<file path="config.mk">
export PLATFORM = sky130hd
export DESIGN_NAME = lsm_sequencer
export DESIGN_NICKNAME = d
export VERILOG_FILES = /design/src/rtl/lsm_pkg.sv /design/src/rtl/lsm_plan.sv /design/src/rtl/lsm_slot_map.sv /design/src/rtl/lsm_load_fmt.sv /design/src/rtl/lsm_ctrl.sv /design/src/rtl/lsm_sequencer.sv
export SDC_FILE = /design/constraint.sdc
export NUM_CORES = 1
export LEC_CHECK = 0
export ABC_CLOCK_PERIOD_IN_PS = 6000
export BUFFER_PORTS_ARGS = -buffer_cell sky130_fd_sc_hd__buf_2
export CORE_ASPECT_RATIO = 0.5
export CORE_MARGIN = 2
export CORE_UTILIZATION = 49
export CTS_CLUSTER_SIZE = 28
export DETAILED_ROUTE_END_ITERATION = 7
export PLACE_DENSITY = 0.9
export SETUP_SLACK_MARGIN = 0.3
export SYNTH_ARGS = -nofsm -noshare
export SYNTH_HDL_FRONTEND = slang
export SYNTH_SLANG_ARGS = --single-unit
</file>
<file path="constraint.sdc">
create_clock -name clk -period 6 [get_ports clk]
set_clock_uncertainty 0.05 [all_clocks]
set_input_delay 1.2 -clock clk [delete_from_list [all_inputs] [get_ports clk]]
set_output_delay 1.2 -clock clk [all_outputs]
set_load 0.05 [all_outputs]
</file>
<file path="src/rtl/lsm_pkg.sv">
package lsm_pkg;
  localparam int LIST_W    = 5;
  localparam int CNT_W     = 4;
  localparam int REG_W     = 5;
  localparam int GROUP_MAX = 9;
  localparam int SLOT_W    = 4;
  localparam logic [REG_W-1:0] LINK_REG = 5'd31;

  typedef enum logic {ST_IDLE, ST_XFER} seq_state_t;

  // fixed group list: 16..23 then 30
  function automatic logic [REG_W-1:0] group_reg(input logic [SLOT_W-1:0] idx);
    if (idx < SLOT_W'(8)) return REG_W'(16) + REG_W'(idx);
    return REG_W'(30);
  endfunction
endpackage

</file>
<file path="src/rtl/lsm_plan.sv">
module lsm_plan
  import lsm_pkg::*;
(
  input  logic [LIST_W-1:0] reg_list,
  output logic [SLOT_W-1:0] grp_cnt,
  output logic [SLOT_W-1:0] total
);
  logic [CNT_W-1:0] n;
  assign n = reg_list[CNT_W-1:0];

  always_comb begin
    if (n >= CNT_W'(1) && n <= CNT_W'(GROUP_MAX)) grp_cnt = SLOT_W'(n);
    else grp_cnt = '0;
    total = grp_cnt + SLOT_W'(reg_list[LIST_W-1]);
  end
endmodule

</file>
<file path="src/rtl/lsm_slot_map.sv">
module lsm_slot_map
  import lsm_pkg::*;
(
  input  logic [SLOT_W-1:0] idx,
  input  logic [SLOT_W-1:0] grp_cnt,
  output logic [REG_W-1:0]  reg_num
);
  always_comb begin
    if (idx < grp_cnt) reg_num = group_reg(idx);
    else reg_num = LINK_REG;
  end
endmodule

</file>
<file path="src/rtl/lsm_load_fmt.sv">
module lsm_load_fmt #(
  parameter int DW = 64
) (
  input  logic [DW-1:0] rdata,
  input  logic          dword,
  output logic [DW-1:0] wdata
);
  localparam int HW = DW / 2;
  always_comb begin
    if (dword) wdata = rdata;
    else wdata = {{HW{rdata[HW-1]}}, rdata[HW-1:0]};
  end
endmodule

</file>
<file path="src/rtl/lsm_ctrl.sv">
module lsm_ctrl
  import lsm_pkg::*;
#(
  parameter int AW = 32,
  parameter int DW = 64
) (
  input  logic              clk,
  input  logic              rst,
  input  logic              start,
  input  logic [AW-1:0]     base_addr,
  input  logic              is_load,
  input  logic              is_dword,
  input  logic [SLOT_W-1:0] plan_cnt,
  input  logic [SLOT_W-1:0] plan_total,
  input  logic [REG_W-1:0]  map_reg,
  output logic [SLOT_W-1:0] map_idx,
  output logic [SLOT_W-1:0] map_cnt,
  input  logic [DW-1:0]     fmt_data,
  output logic              dword_o,
  input  logic              mem_ack,
  output logic              busy,
  output logic              done,
  output logic              mem_req,
  output logic              mem_we,
  output logic [AW-1:0]     mem_addr,
  output logic [REG_W-1:0]  rf_raddr,
  output logic              rf_we,
  output logic [REG_W-1:0]  rf_waddr,
  output logic [DW-1:0]     rf_wdata
);
  localparam logic [AW-1:0] STEP_W = AW'(4);
  localparam logic [AW-1:0] STEP_D = AW'(8);

  seq_state_t        state_q;
  logic [SLOT_W-1:0] slot_q, cnt_q, total_q;
  logic              load_q, dword_q, req_q, done_q, rfwe_q;
  logic [AW-1:0]     addr_q;
  logic [REG_W-1:0]  raddr_q, waddr_q;
  logic [DW-1:0]     wdata_q;
  logic              last_slot;

  assign busy      = (state_q == ST_XFER);
  assign map_idx   = busy ? slot_q + SLOT_W'(1) : '0;
  assign map_cnt   = busy ? cnt_q : plan_cnt;
  assign last_slot = (slot_q + SLOT_W'(1)) == total_q;
  assign dword_o   = dword_q;

  always_ff @(posedge clk) begin
    if (rst) begin
      state_q <= ST_IDLE;
      slot_q  <= '0;
      cnt_q   <= '0;
      total_q <= '0;
      load_q  <= 1'b0;
      dword_q <= 1'b0;
      req_q   <= 1'b0;
      done_q  <= 1'b0;
      rfwe_q  <= 1'b0;
      addr_q  <= '0;
      raddr_q <= '0;
      waddr_q <= '0;
      wdata_q <= '0;
    end else begin
      rfwe_q <= 1'b0;
      done_q <= 1'b0;
      if (state_q == ST_IDLE) begin
        if (start) begin
          if (plan_total == '0) begin
            done_q <= 1'b1;
          end else begin
            state_q <= ST_XFER;
            req_q   <= 1'b1;
            addr_q  <= base_addr;
            load_q  <= is_load;
            dword_q <= is_dword;
            cnt_q   <= plan_cnt;
            total_q <= plan_total;
            slot_q  <= '0;
            raddr_q <= map_reg;
          end
        end
      end else if (mem_ack) begin
        if (load_q) begin
          rfwe_q  <= 1'b1;
          waddr_q <= raddr_q;
          wdata_q <= fmt_data;
        end
        if (last_slot) begin
          state_q <= ST_IDLE;
          req_q   <= 1'b0;
          done_q  <= 1'b1;
        end else begin
          slot_q  <= slot_q + SLOT_W'(1);
          addr_q  <= addr_q + (dword_q ? STEP_D : STEP_W);
          raddr_q <= map_reg;
        end
      end
    end
  end

  assign mem_req  = req_q;
  assign mem_we   = req_q & ~load_q;
  assign mem_addr = addr_q;
  assign rf_raddr = raddr_q;
  assign done     = done_q;
  assign rf_we    = rfwe_q;
  assign rf_waddr = waddr_q;
  assign rf_wdata = wdata_q;

  assert_hold_R7: assert property (@(posedge clk) disable iff (rst)
    (mem_req && !mem_ack) |=> (mem_req && $stable(mem_addr) && $stable(rf_raddr)));

  assert_step_R4: assert property (@(posedge clk) disable iff (rst)
    (mem_req && $past(mem_req && mem_ack)) |->
      (mem_addr == $past(mem_addr) + (dword_q ? STEP_D : STEP_W)));

  assert_reg_set_R1: assert property (@(posedge clk) disable iff (rst)
    mem_req |-> ((rf_raddr >= REG_W'(16) && rf_raddr <= REG_W'(23)) ||
                 rf_raddr == REG_W'(30) || rf_raddr == LINK_REG));

  assert_load_write_R5: assert property (@(posedge clk) disable iff (rst)
    rf_we |-> $past(mem_req && mem_ack && !mem_we));

  assert_done_idle_R8: assert property (@(posedge clk) disable iff (rst)
    done |-> (!busy && !mem_req));

  assert_fall_done_R8: assert property (@(posedge clk) disable iff (rst)
    $fell(busy) |-> done);

  assert_ignore_R10: assert property (@(posedge clk) disable iff (rst)
    (busy && start && !mem_ack) |=> $stable(mem_addr));
endmodule

</file>
<file path="src/rtl/lsm_sequencer.sv">
module lsm_sequencer
  import lsm_pkg::*;
#(
  parameter int AW = 32,
  parameter int DW = 64
) (
  input  logic          clk,
  input  logic          rst,
  input  logic          start,
  input  logic [AW-1:0] base_addr,
  input  logic [4:0]    reg_list,
  input  logic          is_load,
  input  logic          is_dword,
  output logic          busy,
  output logic          done,
  output logic          mem_req,
  output logic          mem_we,
  output logic [AW-1:0] mem_addr,
  output logic [DW-1:0] mem_wdata,
  input  logic [DW-1:0] mem_rdata,
  input  logic          mem_ack,
  output logic [4:0]    rf_raddr,
  input  logic [DW-1:0] rf_rdata,
  output logic          rf_we,
  output logic [4:0]    rf_waddr,
  output logic [DW-1:0] rf_wdata
);
  logic [SLOT_W-1:0] plan_cnt, plan_total, map_idx, map_cnt;
  logic [REG_W-1:0]  map_reg;
  logic [DW-1:0]     fmt_data;
  logic              dword_q;

  lsm_plan u_plan (
    .reg_list (reg_list),
    .grp_cnt  (plan_cnt),
    .total    (plan_total)
  );

  lsm_slot_map u_map (
    .idx     (map_idx),
    .grp_cnt (map_cnt),
    .reg_num (map_reg)
  );

  lsm_load_fmt #(.DW(DW)) u_fmt (
    .rdata (mem_rdata),
    .dword (dword_q),
    .wdata (fmt_data)
  );

  lsm_ctrl #(.AW(AW), .DW(DW)) u_ctrl (
    .clk        (clk),
    .rst        (rst),
    .start      (start),
    .base_addr  (base_addr),
    .is_load    (is_load),
    .is_dword   (is_dword),
    .plan_cnt   (plan_cnt),
    .plan_total (plan_total),
    .map_reg    (map_reg),
    .map_idx    (map_idx),
    .map_cnt    (map_cnt),
    .fmt_data   (fmt_data),
    .dword_o    (dword_q),
    .mem_ack    (mem_ack),
    .busy       (busy),
    .done       (done),
    .mem_req    (mem_req),
    .mem_we     (mem_we),
    .mem_addr   (mem_addr),
    .rf_raddr   (rf_raddr),
    .rf_we      (rf_we),
    .rf_waddr   (rf_waddr),
    .rf_wdata   (rf_wdata)
  );

  // store data comes straight from the register read port
  assign mem_wdata = rf_rdata;
endmodule

</file>
==> impl_metrics.csv <==
group,metric,value,unit
worst_setup_path,critPathMostFrequentCell,"ha_1",
routing,drt-initial-drc-count,635,
routing,drc,0,
timing,tightestPinTransition,1.23,ns
timing,slew_headroom,17.5,%
cts,clock_latency,0.41,ns
timing,finalCriticalPeriod,3.85,ns
cts,cts_inserted_buffers,17,
floorplanning,io_pins,346,
timing,max_freq,0.260,GHz
timing,rsz0062_at_grt,"false",
cts,ctsRootBufferMaster,"clkbuf_16",
floorplanning,core.rowCount,29,
logic_synthesis,ys_seq_area_share,38.4,%
worst_setup_path,start_kind,"primary input",
timing,fin_tns_setup,0,ns
hold_path,hold_path_class,"reg -> reg",
pwr,p_leak,0.00317,uW
worst_setup_path,cp-startpoint,"reg_list[1]",
layout,design_area,7700,um2
worst_setup_path,rr_startpoint,"u_ctrl.dword_o$_SDFFE_PP0P_",
floorplanning,start_util,50.6,%
logic_synthesis,synthAdderAreaFrac,1.86,%
logic_synthesis,yosysUniqueCellTypes,74,
routing,vias,6581,
layout,most-common-layout-cells,"216 x buf_2, 128 x nand2_1, 124 x dfxtp_1",
placed_design,port_buffers,217,
timing,finalHoldViolations,0,
worst_setup_path,reg2reg_depth,9,
placed_design,post_dp_cell_area,7080,um2
grt,antenna_found_initial,0,
layout,syn2layout_area_growth,19.2,%
grt,grt_pass1_vias,6103,
layout,drive_gt1_share,30.9,%
placed_design,dpl.hpwl,14700,um
worst_setup_path,cp-end-kind,"flop",
placed_design,gp_congestion,0.869,
logic_synthesis,synth_compound_area_share,23.1,%
grt,grt_overflow,0,
pwr,irDropWorstVdd,0.000172,V
routing,routed_via_density,5.99,
floorplanning,fp.dieW,166,um
grt,grt_first_pass_wirelength,31400,um
worst_setup_path,worstPathArrival,4.03,ns
timing,post-route-worst-setup-slack,2.15,ns
logic_synthesis,synthXorXnorAreaFrac,1.39,%
cts,cts_tree,"done",
worst_setup_path,path_max_fanout,15,
cts,clk_pin_slew_worst_paths,0.06,ns
run_status,outcome,"completed",
pwr,power.switching,762,uW
logic_synthesis,synth_edf_count,0,
logic_synthesis,synth_top_family_by_area,"compound AO/OA/AOI/OAI gates",
flow_run,max_cap_viol_count,0,
routing,wire_per_inst,19.0,um
logic_synthesis,synthesis.nets,979,
logic_synthesis,avgSynthCellArea,8.09,um2
logic_synthesis,synthSimpleGateAreaFrac,21.5,%
pwr,p_clk_share,44.0,%
pwr,comb_power_share,18.6,%
logic_synthesis,muxShareOfSynthArea,0.988,%
grt,grt_max_degree,71,
cts,cts_buffer_depth,2,
floorplanning,die_height,85.2,um
logic_synthesis,synth_ff_type,"dfxtp_1",
worst_setup_path,cp_cell_sequence,"buf_2 -> o21ai_0 -> and2_1 -> ha_1 -> ha_1 -> a21boi_0 -> mux2i_2 -> o41a_1 -> nor2_1 -> o32ai_1",
cts,cts_sinks,124,
cts,htreeDepth,4,
hold_path,holdPathEnd,"u_ctrl.mem_addr[0]$_SDFFE_PP0P_",
pwr,swShare,31.3,%
hold_path,worstHoldStart,"u_ctrl.mem_addr[0]$_SDFFE_PP0P_",
layout,diodes,0,
worst_setup_path,critPathRequiredTime,6.18,ns
timing,timing.final.crit_share,64.1,%
worst_setup_path,cp_slowest_cell,"nor2_1",
worst_setup_path,ff2ff_setup_slack,2.93,ns
routing,dr.pass1.iters,7,
cts,ctsResizeCount,0,
placed_design,post-place-ws,1.86,ns
logic_synthesis,yosys_register_bits,124,
routing,ant_nets,0,
logic_synthesis,async_reset_ff_share,0,%
pwr,power_density,316,nW/um2
layout,final_common_cell,"buf_2",
pwr,power.internal,1670,uW
pwr,p_seq_share,37.4,%
timing,slew_violations,0,
logic_synthesis,syn_area,6460,um2
routing,wirelength,20900,um
floorplanning,coreArea,12800,um2
logic_synthesis,synth_cells,799,
hold_path,holdPathStages,2,
logic_synthesis,netlist.area_leader.share,38.4,%
worst_setup_path,timing.rr.end,"u_ctrl.mem_addr[20]$_SDFFE_PP0P_",
cts,cts_hold_buf,0,
worst_setup_path,crit_path_max_incr_delay,0.92,ns
logic_synthesis,yosysWarnings,0,
worst_setup_path,path_class,"in -> reg",
logic_synthesis,synth_area_leader_cell,"dfxtp_1",
cts,post-cts-setup-buffers,0,
grt,grt_usage,27.5,%
logic_synthesis,yosys-top-cells-area,"dfxtp_1 38%, buf_4 7.9%, nand2_1 7.4%",
layout,fin_nets,1096,
floorplanning,dieArea,14200,um2
timing,setup_violations,0,
[logic make-up (layout without fill, tap and decap cells)]
logic type | Yosys count | after routing
adder cells (fa/ha/maj) | 9 | 9
AND/OR/NAND/NOR | 300 | 300
buffers and inverters | 145 | 275
multiplexers | 6 | 6
flip-flops | 124 | 124
AO/OA/AOI/OAI | 208 | 208
XOR/XNOR | 7 | 7
[state kept, by name, summed over array words and instances, names as in the netlist]
register,cells
u_ctrl.rf_we,1
u_ctrl.mem_addr,32
u_ctrl.dword_o,1
u_ctrl.slot_q,4
u_ctrl.cnt_q,4
u_ctrl.total_q,4
u_ctrl.done,1
u_ctrl.load_q,1
u_ctrl.busy,1
u_ctrl.rf_raddr,5
u_ctrl.mem_req,1
u_ctrl.rf_waddr,5
u_ctrl.rf_wdata,64
[synthesized netlist by cell type (10+ instances only)]
| cell | n |
|---|---|
| nor3_1 | 44 |
| nand3_1 | 19 |
| nor2b_1 | 10 |
| nand2_1 | 128 |
| a211oi_1 | 35 |
| a21oi_1 | 72 |
| clkbuf_1 | 45 |
| o22ai_1 | 11 |
| buf_4 | 68 |
| dfxtp_1 | 124 |
| nor2_1 | 60 |
| o32ai_1 | 11 |
| inv_1 | 16 |
| a31oi_1 | 14 |
[worst max path at each step]
stage	to
after global routing	u_ctrl.mem_addr[18]$_SDFFE_PP0P_
after global placement	u_ctrl.mem_addr[22]$_SDFFE_PP0P_
after detailed placement	u_ctrl.mem_addr[24]$_SDFFE_PP0P_
after floorplan	u_ctrl.rf_raddr[1]$_SDFFE_PP0P_
after CTS	u_ctrl.mem_addr[24]$_SDFFE_PP0P_
final	u_ctrl.mem_addr[7]$_SDFFE_PP0P_
[power groups by stage]
stage          Clock (uW)  Combinational (uW)  Sequential [uW]
3_5_place_dp            0                 446              926
3_3_place_gp            0                 435              925
2_1_floorplan           0                 325             1040
5_1_grt              1120                 478              916
4_1_cts              1080                 447              909
6_report             1070                 452              911
[metal layers]
metal	vias to the layer above	wire length, um	track usage, %
met1	3070	7860	31.6
met5	-	0	0.334
met3	65	2000	7.74
met2	409	10400	49.2
li1	3037	-	-
met4	0	594	10.9
[metrics by stage]
stage	power, uW	utilization, %	hold WS, ns	cells
4_1_cts	2430	60.3	0.403	1099
3_5_place_dp	1370	55.4	0.394	1067
2_1_floorplan	1360	-	0.382	799
6_report	2430	60.3	0.403	1099
5_1_grt	2510	60.3	0.421	1099
3_3_place_gp	1360	55.4	0.389	1067
[critical path, delay by kind of cell]
kind            cells  cell delay (ns)
buf+inv             1             0.13
fa+ha+maj           2             0.43
compound gates      4             0.97
mux                 1             0.16
simple gates        2             1.13
[layout make-up]
type | instances | area, um2
clock buffers | 18 | 439
fillers | 1078 | 5070
multi-input cells | 530 | 3160
repair buffers | 226 | 1160
well taps | 170 | 213
clock inverters | 14 | 184
flip-flops and latches | 124 | 2480
inverters | 17 | 63.8
No activity file was read; power rests on OpenSTA's default activity.
